==> src/rtl/stat_pkg.sv <==
package stat_pkg;
  localparam int STAT_W   = 8;
  localparam int ARITH_N  = 4;
  localparam int BIT_SLP  = 4;
  localparam int BIT_TMO  = 5;

  typedef struct packed {
    logic timeout;
    logic halt;
    logic wdt_clr;
    logic powerup;
  } pwr_ev_t;
endpackage

==> src/rtl/stat_arith_flags.sv <==
module stat_arith_flags #(
  parameter int N = 4
) (
  input  logic         clk,
  input  logic         rst_n,
  input  logic         bus_we,
  input  logic [N-1:0] bus_d,
  input  logic [N-1:0] alu_en,
  input  logic [N-1:0] alu_d,
  output logic [N-1:0] q
);
  logic [N-1:0] nxt;
  logic [N-1:0] ld;

  for (genvar i = 0; i < N; i++) begin : g_flag
    always_comb begin
      ld[i]  = bus_we | alu_en[i];
      nxt[i] = bus_we ? bus_d[i] : alu_d[i];
    end

    always_ff @(posedge clk or negedge rst_n) begin
      if (!rst_n)     q[i] <= 1'b0;
      else if (ld[i]) q[i] <= nxt[i];
    end

    // an ALU enable alone loads that flag
    p_alu_load_r3: assert property (@(posedge clk) disable iff (!rst_n)
      (!bus_we && alu_en[i]) |=> q[i] == $past(alu_d[i]));

    // no source selected keeps the flag
    p_hold_r10: assert property (@(posedge clk) disable iff (!rst_n)
      (!bus_we && !alu_en[i]) |=> $stable(q[i]));
  end

  // bus data wins over any ALU enable
  p_bus_wins_r4: assert property (@(posedge clk) disable iff (!rst_n)
    bus_we |=> q == $past(bus_d));
endmodule

==> src/rtl/stat_power_flags.sv <==
module stat_power_flags
  import stat_pkg::*;
(
  input  logic    clk,
  input  logic    rst_n,
  input  pwr_ev_t ev,
  output logic    slp_q,
  output logic    tmo_q
);
  logic slp_nxt, tmo_nxt;
  logic slp_ld, tmo_ld;

  always_comb begin
    slp_ld  = ev.powerup | ev.wdt_clr | ev.halt;
    slp_nxt = !(ev.powerup | ev.wdt_clr);
    tmo_ld  = ev.powerup | ev.wdt_clr | ev.halt | ev.timeout;
    tmo_nxt = !(ev.powerup | ev.wdt_clr | ev.halt);
  end

  always_ff @(posedge clk or negedge rst_n) begin
    if (!rst_n)      slp_q <= 1'b0;
    else if (slp_ld) slp_q <= slp_nxt;
  end

  always_ff @(posedge clk or negedge rst_n) begin
    if (!rst_n)      tmo_q <= 1'b0;
    else if (tmo_ld) tmo_q <= tmo_nxt;
  end

  p_slp_set_r7: assert property (@(posedge clk) disable iff (!rst_n)
    (ev.halt && !ev.powerup && !ev.wdt_clr) |=> slp_q);
  p_slp_clr_r7: assert property (@(posedge clk) disable iff (!rst_n)
    (ev.powerup || ev.wdt_clr) |=> !slp_q);
  p_tmo_set_r8: assert property (@(posedge clk) disable iff (!rst_n)
    (ev.timeout && !ev.powerup && !ev.wdt_clr && !ev.halt) |=> tmo_q);
  p_tmo_clr_r8: assert property (@(posedge clk) disable iff (!rst_n)
    (ev.powerup || ev.wdt_clr || ev.halt) |=> !tmo_q);
  p_idle_r10: assert property (@(posedge clk) disable iff (!rst_n)
    (ev == '0) |=> ($stable(slp_q) && $stable(tmo_q)));
endmodule

==> src/rtl/pwr_status_reg.sv <==
module pwr_status_reg
  import stat_pkg::*;
(
  input  logic              clk,
  input  logic              rst_n,
  input  logic              wr_en,
  input  logic [STAT_W-1:0] wr_data,
  output logic [STAT_W-1:0] rd_data,
  input  logic [ARITH_N-1:0] alu_flags,
  input  logic [ARITH_N-1:0] alu_upd,
  input  logic              ev_powerup,
  input  logic              ev_wdt_clr,
  input  logic              ev_halt,
  input  logic              ev_timeout
);
  logic [1:0]         rst_sync;
  logic               rst_q_n;
  logic [ARITH_N-1:0] arith_q;
  logic               slp_q, tmo_q;
  pwr_ev_t            ev;

  always_ff @(posedge clk or negedge rst_n) begin
    if (!rst_n) rst_sync <= 2'b00;
    else        rst_sync <= {rst_sync[0], 1'b1};
  end
  assign rst_q_n = rst_sync[1];

  always_comb begin
    ev.powerup = ev_powerup;
    ev.wdt_clr = ev_wdt_clr;
    ev.halt    = ev_halt;
    ev.timeout = ev_timeout;
  end

  stat_arith_flags #(.N(ARITH_N)) u_arith (
    .clk    (clk),
    .rst_n  (rst_q_n),
    .bus_we (wr_en),
    .bus_d  (wr_data[ARITH_N-1:0]),
    .alu_en (alu_upd),
    .alu_d  (alu_flags),
    .q      (arith_q)
  );

  stat_power_flags u_power (
    .clk   (clk),
    .rst_n (rst_q_n),
    .ev    (ev),
    .slp_q (slp_q),
    .tmo_q (tmo_q)
  );

  always_comb begin
    rd_data                   = '0;
    rd_data[ARITH_N-1:0]      = arith_q;
    rd_data[BIT_SLP]          = slp_q;
    rd_data[BIT_TMO]          = tmo_q;
  end

  // a write with no event leaves the power bits alone
  p_wr_keeps_power_r5: assert property (@(posedge clk) disable iff (!rst_q_n)
    (wr_en && ev == '0) |=> $stable(rd_data[BIT_TMO:BIT_SLP]));

  // power-up leaves the arithmetic flags to their own sources
  p_pu_arith_r9: assert property (@(posedge clk) disable iff (!rst_q_n)
    (ev_powerup && !wr_en && alu_upd == '0) |=> $stable(rd_data[ARITH_N-1:0]));
endmodule

==> config.mk <==
export PLATFORM = sky130hd
export DESIGN_NAME = pwr_status_reg
export DESIGN_NICKNAME = d
export VERILOG_FILES = /design/src/rtl/stat_pkg.sv /design/src/rtl/stat_arith_flags.sv /design/src/rtl/stat_power_flags.sv /design/src/rtl/pwr_status_reg.sv
export SDC_FILE = /design/constraint.sdc
export NUM_CORES = 1
export LEC_CHECK = 0
export ABC_AREA = 1
export BUFFER_PORTS_ARGS = -buffer_cell sky130_fd_sc_hd__buf_2
export CAP_MARGIN = 0
export CORE_AREA = 2 2 39 41
export DETAILED_ROUTE_END_ITERATION = 12
export DIE_AREA = 0 0 41 43
export PLACE_DENSITY = 0.6
export SYNTH_ARGS = -nofsm -noshare
export SYNTH_HDL_FRONTEND = slang
export SYNTH_HIERARCHICAL = 1
export SYNTH_SLANG_ARGS = --single-unit
==> constraint.sdc <==
create_clock -name clk -period 1 [get_ports clk]
set_input_delay 0.05 -clock clk [delete_from_list [all_inputs] [get_ports clk]]
set_output_delay 0.05 -clock clk [all_outputs]
set_load 0.02 [all_outputs]
==> qor.csv <==
metric;value;unit
skew;0.002702;ns
path_buf_inv;1;
yosysUniqueCellTypes;9;
slew_viol_final;0;
detail_route.drc_violations;0;
drt-total-wl;691;µm
drt-wirelength-per-cell;7.198;µm
crit_chain;buf_2;
seq_area_frac_synth;50.63;%
die-area;1763;µm²
cts_sinks;8;
slowest_stage;dfrtp_1;
ir_worst_vdd;0.7111;mV
end_kind;output port;
cap_violations;0;
p_int;0.0005447;W
cts_setup_buffers;0;
syn-cell-area;395.4;µm²
power_frac_comb;19.0;%
via_per_inst;3.698;
crit_end;rd_data[4];
rsz0062_at_grt;false;
ys_ff_latch;8;
fin_crit;0.8289;ns
start_kind;flip-flop;
hold_violations;0;
antenna_found_initial;0;
worst-path-stages;1;
drt_iter0_markers;1;
fillers;149;
final_nets;105;
post-dp-hpwl;602.1;µm
gr-total-overflow;0;
cts.repair.resized;0;
ant_nets;0;
multi_input_area;116.4;µm²
power-per-cell-area;1326;nW/µm²
critPathMaxStageDelay;0.38;ns
min_path_type;input pin to flip-flop;
coreArea;1384;µm²
grt_pass1_wl;1.110;mm
fin_ws;0.1711;ns
drive_gt1_share;35.00;%
drt_pass1_iterations;2;
design_area;551.8;µm²
yosysWarnings;6;
r2r_cells;4;
clockRootBuffer;clkbuf_4;
dr_total_vias;355;
rows;14;
critPathLaunch;u_power/slp_q$_DFFE_PN0P_;
ctsLongestPathBuffers;2;
clk_pin_slew;0.05;ns
diodes;0;
h-tree-depth;1;
p_total;0.0007317;W
cp_top_family;flip-flops;
synth_cells;54;
power.leakage;0.3626;nW
cts_tree;built;
clkPwrFrac;32.0;%
fmax;1206;MHz
gp_congestion;0.5907;
path_class;flip-flop to output port;
die_y;43;µm
power_frac_seq;49.0;%
io_pins;31;
path_max_fanout;2;
r2r-end;u_arith/q[3]$_DFFE_PN0P_;
switchingPower;0.0001870;W
regToRegSetupSlack;0.32;ns
die_w;41;µm
synth_area_per_cell;7.322;µm²
cp.arrival;0.78;ns
cts_hold_buffers;2;
period_share;82.89;%
pre_cts_slack;0.3207;ns
placed_area;509.2;µm²
worstPathRequired;0.95;ns
grt_max_degree;7;
fin_tns_setup;0;ns
status;completed;
reg2reg_from;u_arith/q[3]$_DFFE_PN0P_;
switching_share;25.56;%
numCtsBuffers;3;
insertion_delay;0.24;ns
initial_core_util;28.57;%
grt_pass1_vias;316;
area_growth;39.56;%
portBuffers;24;
setup_viol;0;
grt_usage;9.432;%
seqCellArea;200.2;µm²
-- placed cells by master (no fill, tap or decap) --
cell | netlist | routed
dlygate4sd3_1 | 0 | 2
inv_1 | 13 | 13
nor2_1 | 4 | 4
buf_2 | 0 | 24
inv_2 | 1 | 1
conb_1 | 2 | 3
nand2_1 | 17 | 17
clkbuf_4 | 0 | 3
nor2b_1 | 1 | 1
nand3_1 | 4 | 4
dfrtp_1 | 8 | 8
-- routing by layer --
layer / wire length (µm) / global-route usage, %
met4: 6 / 4.000
met2: 335 / 15.00
met5: 0 / 0
met3: 67 / 4.712
met1: 282 / 9.967
-- cell families (layout without fill, tap and decap cells) --
kind of cell           after synthesis  count (layout)  share of synthesized area (%)
buffers and inverters               18              43                          20.89
AND/OR/NAND/NOR                     26              26                          26.58
flip-flops                           8               8                          50.63
other                                2               3                          1.899
-- cells in the mapped netlist --
master / n / area share (%)
buf_4: 4 / 7.6
nand3_1: 4 / 5.1
nand2_1: 17 / 16
inv_2: 1 / 0.95
nor2b_1: 1 / 1.6
inv_1: 13 / 12
dfrtp_1: 8 / 51
conb_1: 2 / 1.9
nor2_1: 4 / 3.8
-- power by group through the flow --
stage	clock network, W	registers, W	logic (W)
global placement	0	0.000365	0.000132
detailed placement	0	0.000365	0.000135
CTS	0.000244	0.000359	0.000141
finish	0.000234	0.000359	0.000139
floorplan	0	0.000383	0.0000627
global route	0.000278	0.000361	0.000157
-- tightest hold or removal path, stage by stage --
cell and delay (ns):
buf_2 0.07, nand2_1 0.04, nand2_1 0.05
-- layout make-up --
type                            instances  area share, %
Clock buffer                            3          4.082
Tap cell                               16          3.628
Inverter                               14          9.524
Multi-Input combinational cell         29          21.09
Timing Repair Buffer                   26          25.40
Sequential cell                         8          36.28
-- through the flow --
step | hold WS [ns] | util [%] | std cells
after CTS | 0.0007761 | 39.87 | 96
after global placement | -0.1638 | 36.80 | 91
final | 0.008394 | 39.87 | 96
after detailed placement | -0.1614 | 36.80 | 91
after floorplan | -0.2456 | - | 55
after global routing | 0.01250 | 39.87 | 96
-- state kept, by name, indices dropped and copies added, names as in the netlist --
name / count
u_power/tmo_q: 1
u_power/slp_q: 1
rst_sync: 2
u_arith/q: 4
-- worst min-delay path by stage --
stage	startpoint	end	slack [ns]	cells after the start
final	wr_data[0]	u_arith/q[0]$_DFFE_PN0P_	0.008	3
after global routing	wr_data[1]	u_arith/q[1]$_DFFE_PN0P_	0.01	3
after CTS	wr_data[0]	u_arith/q[0]$_DFFE_PN0P_	0.0008	3
after detailed placement	rst_n	rst_sync[0]$_DFF_PN0_	-0.16	1
after global placement	rst_n	rst_sync[0]$_DFF_PN0_	-0.16	1
after floorplan	rst_n	rst_sync[0]$_DFF_PN0_	-0.25	0
No activity file was read; power rests on OpenSTA's default activity.
